File: src/rtl/timer_ctrl_pkg.sv
package timer_ctrl_pkg;
    localparam int NCH    = 3;
    localparam int BYTE_W = 8;
    localparam int MODE_W = 3;
    localparam int ACC_W  = 2;
    localparam int ADDR_W = 2;

    localparam logic [ADDR_W-1:0] CTRL_ADDR  = 2'd3;
    localparam logic [1:0]        SEL_RDBACK = 2'b11;
    localparam logic [ACC_W-1:0]  ACC_FREEZE = 2'b00;
    localparam logic [ACC_W-1:0]  ACC_RESET  = 2'b11;

    typedef struct packed {
        logic [ACC_W-1:0]  acc;
        logic [MODE_W-1:0] mode;
        logic              bcd;
    } chan_cfg_t;

    localparam chan_cfg_t CFG_RESET = '{acc: ACC_RESET, mode: '0, bcd: 1'b0};

    function automatic chan_cfg_t cfg_of_word(input logic [BYTE_W-1:0] w);
        chan_cfg_t c;
        c.acc  = w[5:4];
        c.mode = w[3:1];
        c.bcd  = w[0];
        return c;
    endfunction

    function automatic logic [BYTE_W-1:0] status_of(input logic lvl, input logic nul,
                                                    input chan_cfg_t c);
        return {lvl, nul, c.acc, c.mode, c.bcd};
    endfunction
endpackage

File: src/rtl/timer_ctrl_decode.sv
module timer_ctrl_decode
    import timer_ctrl_pkg::*;
(
    input  logic              wr_en,
    input  logic [ADDR_W-1:0] wr_addr,
    input  logic [BYTE_W-1:0] wr_data,
    output logic [NCH-1:0]    prog_req,
    output logic [NCH-1:0]    cnt_req,
    output logic [NCH-1:0]    sts_req
);
    logic is_ctrl;
    logic is_rdback;

    assign is_ctrl   = wr_en && (wr_addr == CTRL_ADDR);
    assign is_rdback = (wr_data[7:6] == SEL_RDBACK);

    always_comb begin
        prog_req = '0;
        cnt_req  = '0;
        sts_req  = '0;
        if (is_ctrl) begin
            for (int i = 0; i < NCH; i++) begin
                if (is_rdback) begin
                    if (wr_data[i+1]) begin
                        cnt_req[i] = ~wr_data[5];
                        sts_req[i] = ~wr_data[4];
                    end
                end else if (wr_data[7:6] == 2'(i)) begin
                    if (wr_data[5:4] == ACC_FREEZE) cnt_req[i]  = 1'b1;
                    else                            prog_req[i] = 1'b1;
                end
            end
        end
    end
endmodule

File: src/rtl/timer_ctrl_chan.sv
module timer_ctrl_chan
    import timer_ctrl_pkg::*;
(
    input  logic              clk,
    input  logic              rst,
    input  logic              prog_req,
    input  logic              cnt_req,
    input  logic              sts_req,
    input  chan_cfg_t         new_cfg,
    input  logic              cnt_done,
    input  logic              sts_done,
    input  logic              lvl,
    input  logic              nul,
    output chan_cfg_t         cfg,
    output logic              prog_stb,
    output logic              cnt_stb,
    output logic              sts_stb,
    output logic              cnt_pend,
    output logic              sts_pend,
    output logic [BYTE_W-1:0] status
);
    logic cnt_take;
    logic sts_take;

    assign cnt_take = cnt_req && !cnt_pend;
    assign sts_take = sts_req && !sts_pend;

    always_ff @(posedge clk) begin
        if (rst) begin
            cfg      <= CFG_RESET;
            prog_stb <= 1'b0;
            cnt_stb  <= 1'b0;
            sts_stb  <= 1'b0;
            cnt_pend <= 1'b0;
            sts_pend <= 1'b0;
            status   <= '0;
        end else begin
            prog_stb <= prog_req;
            cnt_stb  <= cnt_take;
            sts_stb  <= sts_take;
            if (prog_req) cfg <= new_cfg;
            if (sts_take) status <= status_of(lvl, nul, cfg);
            cnt_pend <= (cnt_pend && !cnt_done) || cnt_take;
            sts_pend <= (sts_pend && !sts_done) || sts_take;
        end
    end
endmodule

File: src/rtl/timer_ctrl_decoder.sv
module timer_ctrl_decoder
    import timer_ctrl_pkg::*;
(
    input  logic                  clk,
    input  logic                  rst,
    input  logic                  wr_en,
    input  logic [1:0]            wr_addr,
    input  logic [7:0]            wr_data,
    input  logic                  rd_en,
    input  logic [1:0]            rd_addr,
    output logic [7:0]            rd_data,
    output logic                  rd_is_status,
    input  logic [2:0]            ch_out,
    input  logic [2:0]            ch_null,
    input  logic [2:0]            cnt_rd_done,
    output logic [2:0]            mode_stb,
    output logic [2:0]            cnt_latch_stb,
    output logic [2:0]            sts_latch_stb,
    output logic [2:0]            cnt_pending,
    output logic [2:0]            sts_pending,
    output logic [8:0]            ch_mode,
    output logic [5:0]            ch_access,
    output logic [2:0]            ch_bcd,
    output logic [23:0]           ch_status
);
    logic [NCH-1:0] prog_req;
    logic [NCH-1:0] cnt_req;
    logic [NCH-1:0] sts_req;
    logic [NCH-1:0] sts_done;
    chan_cfg_t      word_cfg;

    assign word_cfg = cfg_of_word(wr_data);

    timer_ctrl_decode u_dec (
        .wr_en    (wr_en),
        .wr_addr  (wr_addr),
        .wr_data  (wr_data),
        .prog_req (prog_req),
        .cnt_req  (cnt_req),
        .sts_req  (sts_req)
    );

    for (genvar g = 0; g < NCH; g++) begin : g_ch
        chan_cfg_t cfg_q;

        assign sts_done[g] = rd_en && (rd_addr == 2'(g)) && sts_pending[g];

        timer_ctrl_chan u_chan (
            .clk      (clk),
            .rst      (rst),
            .prog_req (prog_req[g]),
            .cnt_req  (cnt_req[g]),
            .sts_req  (sts_req[g]),
            .new_cfg  (word_cfg),
            .cnt_done (cnt_rd_done[g]),
            .sts_done (sts_done[g]),
            .lvl      (ch_out[g]),
            .nul      (ch_null[g]),
            .cfg      (cfg_q),
            .prog_stb (mode_stb[g]),
            .cnt_stb  (cnt_latch_stb[g]),
            .sts_stb  (sts_latch_stb[g]),
            .cnt_pend (cnt_pending[g]),
            .sts_pend (sts_pending[g]),
            .status   (ch_status[g*BYTE_W +: BYTE_W])
        );

        assign ch_mode[g*MODE_W +: MODE_W] = cfg_q.mode;
        assign ch_access[g*ACC_W +: ACC_W] = cfg_q.acc;
        assign ch_bcd[g]                   = cfg_q.bcd;
    end

    always_comb begin
        rd_data      = '0;
        rd_is_status = 1'b0;
        for (int i = 0; i < NCH; i++) begin
            if (sts_done[i]) begin
                rd_data      = ch_status[i*BYTE_W +: BYTE_W];
                rd_is_status = 1'b1;
            end
        end
    end
endmodule

File: config.mk
export PLATFORM = sky130hd
export DESIGN_NAME = timer_ctrl_decoder
export DESIGN_NICKNAME = d
export VERILOG_FILES = /design/src/rtl/timer_ctrl_pkg.sv /design/src/rtl/timer_ctrl_decode.sv /design/src/rtl/timer_ctrl_chan.sv /design/src/rtl/timer_ctrl_decoder.sv
export SDC_FILE = /design/constraint.sdc
export NUM_CORES = 1
export LEC_CHECK = 0
export ABC_AREA = 1
export ABC_CLOCK_PERIOD_IN_PS = 1400
export BUFFER_PORTS_ARGS = -buffer_cell sky130_fd_sc_hd__buf_2
export CAP_MARGIN = 30
export CORE_MARGIN = 5
export CORE_UTILIZATION = 50
export DETAILED_ROUTE_END_ITERATION = 8
export PLACE_DENSITY = 0.77
export SYNTH_ARGS = -nofsm -noshare
export SYNTH_HDL_FRONTEND = slang
export SYNTH_SLANG_ARGS = --single-unit
File: constraint.sdc
create_clock -name clk -period 1.4 [get_ports clk]
set_clock_uncertainty 0.15 [all_clocks]
set_input_delay 0.14 -clock clk [delete_from_list [all_inputs] [get_ports clk]]
set_output_delay 0.14 -clock clk [all_outputs]
set_load 0.1 [all_outputs]
* Yosys cells after proc, flatten, opt, wreduce, memory -nomap -nowiden
Index checks and enable logic that the tools add are counted.
** Storage, ports and cells
- Bits in registers :: 57
- Input port bits :: 25
- Output and inout bits :: 66
- Word-level logic and storage cells :: 107
** Cells by class
- Equal/unequal tests :: 6
- Muxes and demuxes :: 32
- Bitwise logic cells :: 2
- Reduce and logical (&&, ||, !) cells :: 40
** Operator list (number)
- $mux W1 :: 26
- $mux W8 :: 3
- $logic_and A1 B1 Y1 :: 19
- $logic_not A1 Y1 :: 12
- $mux W3 :: 3
- $eq A2 B2 Y1 const B :: 4
- $logic_not A2 Y1 :: 3
- $logic_or A1 B1 Y1 :: 6
- $eq A2 B1 Y1 const B :: 2
- $not A1 Y1 :: 2

* Longest topological paths before layout
- Word-level depth :: 7
- Depth in mapped cells :: 7
- Depth with buffers taken out :: 7

* Cells and area by module
Synthesis repeated with hierarchy kept, for this count alone.
** Second synthesis, totals
- Cell total of the unflattened synthesis :: 369
- Area total of the unflattened synthesis :: 2581.2 sq um
** By module, submodules not included
- timer_ctrl_chan :: times used 3, cells each 96, area each 719.4 sq um, sequential area each 380.4 sq um
- timer_ctrl_decoder :: times used 1, cells each 49, area each 250.2 sq um, sequential area each 0.0 sq um
- timer_ctrl_decode :: times used 1, cells each 32, area each 172.7 sq um, sequential area each 0.0 sq um

* Worst setup path before layout
No wires, ideal clock.
- Path kind :: register -> output
- Start :: register g_ch[2].u_chan.status[7]
- End :: output port rd_data[7]
- Data arrival time :: 2577 ps
- Data required time :: 1110 ps
- Path slack :: -1467 ps
- Stages on the path, launching flop included :: 3
- Buffers on the path :: 0
- Cell sequence :: dfxtp_1 > inv_1 > o211ai_1
** On the way
- Word-level cells in the longest chain between the ends :: 1
** Ends and longest elaborated chain
- start, declared :: line timer_ctrl_chan.sv:20 : output logic [BYTE_W-1:0] status
- start signal, assigned :: line timer_ctrl_chan.sv:42 : if (sts_take) status <= status_of(lvl, nul, cfg);
- $mux W8 :: line timer_ctrl_decoder.sv:77 : if (sts_done[i]) begin
- end, declared :: line timer_ctrl_decoder.sv:11 : output logic [7:0] rd_data,
No other way between the ends.

* Worst setup path in the final report
- Start :: register g_ch[1].u_chan.sts_pend
- End :: output port rd_data[7]
** On the way
- Word-level cells in the longest chain between the ends :: 3
** Ends and longest elaborated chain
- start, declared :: line timer_ctrl_chan.sv:19 : output logic sts_pend,
- start signal, assigned :: line timer_ctrl_chan.sv:44 : sts_pend <= (sts_pend && !sts_done) || sts_take;
- $logic_and A1 B1 Y1 :: line timer_ctrl_decoder.sv:46 : assign sts_done[g] = rd_en && (rd_addr == 2'(g)) && sts_pending[g];
- $mux W8 (2 in series) :: line timer_ctrl_decoder.sv:77
No other way between the ends.

==> summary.md <==
| Metric | Value |
|---|---|
| Seq/Total Area, Yosys | `40.34%` |
| GP Congestion | `0.9251` |
| Top cells by area, synth | `dfxtp_1 40%, nand2_1 13%, nand3_1 12%, inv_1 12%, nor2_1 5.4%` |
| Overflow after GRT | `0` |
| Worst-path maximum fanout | `8` |
| Slew margin rel. | `55.85%` |
| Crit Path Class | `flop to output pin` |
| Peak supply drop | `644.5 µV` |
| Most frequent cell after synthesis | `nand2_1` |
| Routed Antenna Nets | `0` |
| Row count | `27` |
| Layout cell share with drive strength beyond 1 | `41.96%` |
| Setup TNS | `-2.063 ns` |
| Layout Nets | `561` |
| Buffers on Ports | `90` |
| Top FF cell, synth | `dfxtp_1` |
| Cells after Synth | `418` |
| Post-synth EDFFs | `0` |
| Pwr Density | `855.6 mW/mm²` |
| Width of the die | `85.22 µm` |
| Fmax | `608.2 MHz` |
| Hold Crit Class | `input port to flop` |
| Wire per inst | `14.91 µm` |
| Final setup margin | `-0.2441 ns` |
| CP peak stage delay | `0.35 ns` |
| Vias in the first global route | `3125` |
| CP max stage cell | `dfxtp_4` |
| Max Slew Vio Count | `0` |
| First-pass GRT wire length | `14590 µm` |
| Syn nets | `443` |
| Req. time, crit path | `1.11 ns` |
| 1st-iter DRT viols | `170` |
| Final hold vios | `0` |
| Synth Warn # | `0` |
| Cell variety after synth | `21` |
| Hold Crit Start | `wr_data[4]` |
| Detailed Place HPWL | `6035 µm` |
| Startpoint Class | `flop` |
| Clock Tree Buf Depth | `2` |
| Cell family with most CP delay | `flip-flops` |
| Worst r2r src | `g_ch[1].u_chan.sts_pend` |
| Share of the synthesized area in the top cell type | `40.34%` |
| Core Region | `0.005507 mm²` |
| Clk sink count | `57` |
| Routed WL | `9138 µm` |
| H-tree depth | `3` |
| Initial antenna violation count | `0` |
| Placed insts | `573` |
| Initial core utilization | `51.37%` |
| Clock slew at reported path FFs | `0.07 ns` |
| Mapped cell area | `0.002829 mm²` |
| Worst reg2reg endpoint | `g_ch[1].u_chan.status[5]` |
| First-pass detailed-route iteration total | `4` |
| Cell depth of the worst flop-to-flop path | `6` |
| IO Pins | `91` |
| Hold path cells | `3` |
| Worst-margin pin slew | `0.6615 ns` |
| GRT Resource Usage Total | `25.15%` |
| Pin count of the biggest net entering global routing | `31` |
| Status | `complete, but fails checks` |
| Crit path cell chain | `inv_2, nor2_4, nand2_1, o211ai_1, buf_12` |
| Unrepaired setup endpoints after global routing | `true` |
| Vias/cell | `4.927` |
| Antenna Cells | `0` |
| Leading area contributor after synthesis | `dfxtp_1` |
| CTS tree | `done` |
| Crit path buffers/inverters | `2` |
| Synth async-reset ratio | `0%` |
| Clock Latency Late Sink | `0.34 ns` |
| DRC | `0` |
| Syn_area_per_cell | `6.768 µm²` |
| #FFs+latches synth | `57` |
| Tmin final | `1.644 ns` |
| Layout area overhead | `61.34%` |
| CP arrival | `1.35 ns` |
| Finished Layout Cells | `613` |
| Leak pwr | `2.231 nW` |
| Die H | `85.22 µm` |
| # Max-Cap Violations | `0` |
| Die ar. | `0.007262 mm²` |
| Hold Path End | `g_ch[1].u_chan.cfg[4]` |
| Failing checks | `setup timing` |
| CTS Buf Count | `9` |
| Fin crit share | `117.4%` |
| Commonest cells in the netlist | `96 x nand2_1, 87 x inv_1, 69 x nand3_1` |
| CTS Root Cell | `clkbuf_8` |
| DR vias | `3020` |
| Crit path capture type | `output pin` |
| Worst reg2reg setup slack | `0.13 ns` |
| Final Setup Violations | `9` |
[routing by layer]
metal	GRT usage [%]	vias to the layer above	share of wire [%]
met3	7.282	22	7.6
met4	12.66	0	2.6
li1	-	1493	-
met5	0	-	0
met1	27.27	1378	37
met2	44.28	127	53
[flip-flops by register name, summed over array words and instances (netlist names)]
register              flops
g_ch.u_chan.cnt_pend      3
g_ch.u_chan.status       24
g_ch.u_chan.cnt_stb       3
g_ch.u_chan.cfg          18
g_ch.u_chan.sts_stb       3
g_ch.u_chan.sts_pend      3
g_ch.u_chan.prog_stb      3
[final cells by class]
cell class	instances	area, µm²
Clock buffer	15	240.2
Clock inverter	1	7.507
Fill cell	313	942.2
Inverter	91	344.1
Multi-Input combinational cell	248	1394
Sequential cell	57	1255
Tap cell	72	90.09
Timing Repair Buffer	129	1234
[placed cells by master (no fill, tap or decap), types with 2 or more instances in the layout]
cell type       synthesis  routed
nand2_1                96      92
inv_1                  87      82
nand3_1                69      53
buf_4                  17      51
nor2_1                 41      39
buf_2                   0      28
dfxtp_4                 0      23
dfxtp_2                 0      22
buf_12                  0      21
dlygate4sd3_1           0      13
nand3_2                 4      12
clkbuf_8                0      12
dfxtp_1                57      12
nand3_4                 0      11
a21oi_1                11      10
nor2_4                  7       9
inv_2                   3       8
buf_6                   2       8
clkbuf_4                0       6
nand3b_1                5       5
nand2_2                 0       4
nand2_4                 3       3
clkbuf_16               0       3
o211ai_1                2       2
nor2_2                  2       2
nor3_1                  2       2
dlymetal6s4s_1          0       2
[per-stage QoR]
stage	setup WS [ns]	util [%]	area [µm²]	hold slack (ns)	total power, mW
after floorplan	-0.9400	-	3030	0.1443	1.916
after global placement	-0.02782	69.53	3829	0.2436	2.036
after detailed placement	-0.07326	69.53	3829	0.2509	2.044
after CTS	-0.2506	79.69	4388	0.008724	3.859
after global routing	-0.3218	82.89	4564	0.04571	4.024
final	-0.2441	82.89	4564	0.02825	3.905
[power by group]
group / switching (mW) / internal [mW] / total, mW
sequential: 0.0149 / 1.60 / 1.61
combinational: 0.323 / 0.172 / 0.495
clock: 0.685 / 1.11 / 1.80
total: 1.02 / 2.88 / 3.91
[worst register-to-register path: cells and delay by family, from the launching register on]
family,cells,cell delay [ns]
AND/OR/NAND/NOR,4,0.50
buffers and inverters,2,0.20
flip-flops,1,0.35
[worst max-delay path by stage]
stage                                  start         end  depth (start not counted)
detailed placement                rd_addr[1]  rd_data[7]                          6
floorplan           g_ch[2].u_chan.status[7]  rd_data[7]                          2
global route         g_ch[0].u_chan.sts_pend  rd_data[0]                          6
CTS                  g_ch[0].u_chan.sts_pend  rd_data[1]                          6
finish               g_ch[1].u_chan.sts_pend  rd_data[7]                          5
global placement                  rd_addr[1]  rd_data[7]                          6
[cell families (layout without fill, tap and decap cells)]
logic type | Yosys count | count (layout) | synth area share (%)
buffers and inverters | 116 | 236 | 18.22
AO/OA/AOI/OAI | 15 | 15 | 2.830
flip-flops | 57 | 57 | 40.34
AND/OR/NAND/NOR | 230 | 233 | 38.61
[repair_timing]
| item | in CTS | in global routing |
|---|---|---|
| hold buffers | 15 | 0 |
| buffers inserted | 2 | 4 |
| gates cloned | 0 | 3 |
| gates resized for setup | 50 | 32 |
| endpoints found under the setup margin | 43 | 57 |
| pin swaps | 6 | 10 |
| hold endpoints to repair | 22 | 0 |
Power figures use the tool's default switching activity.
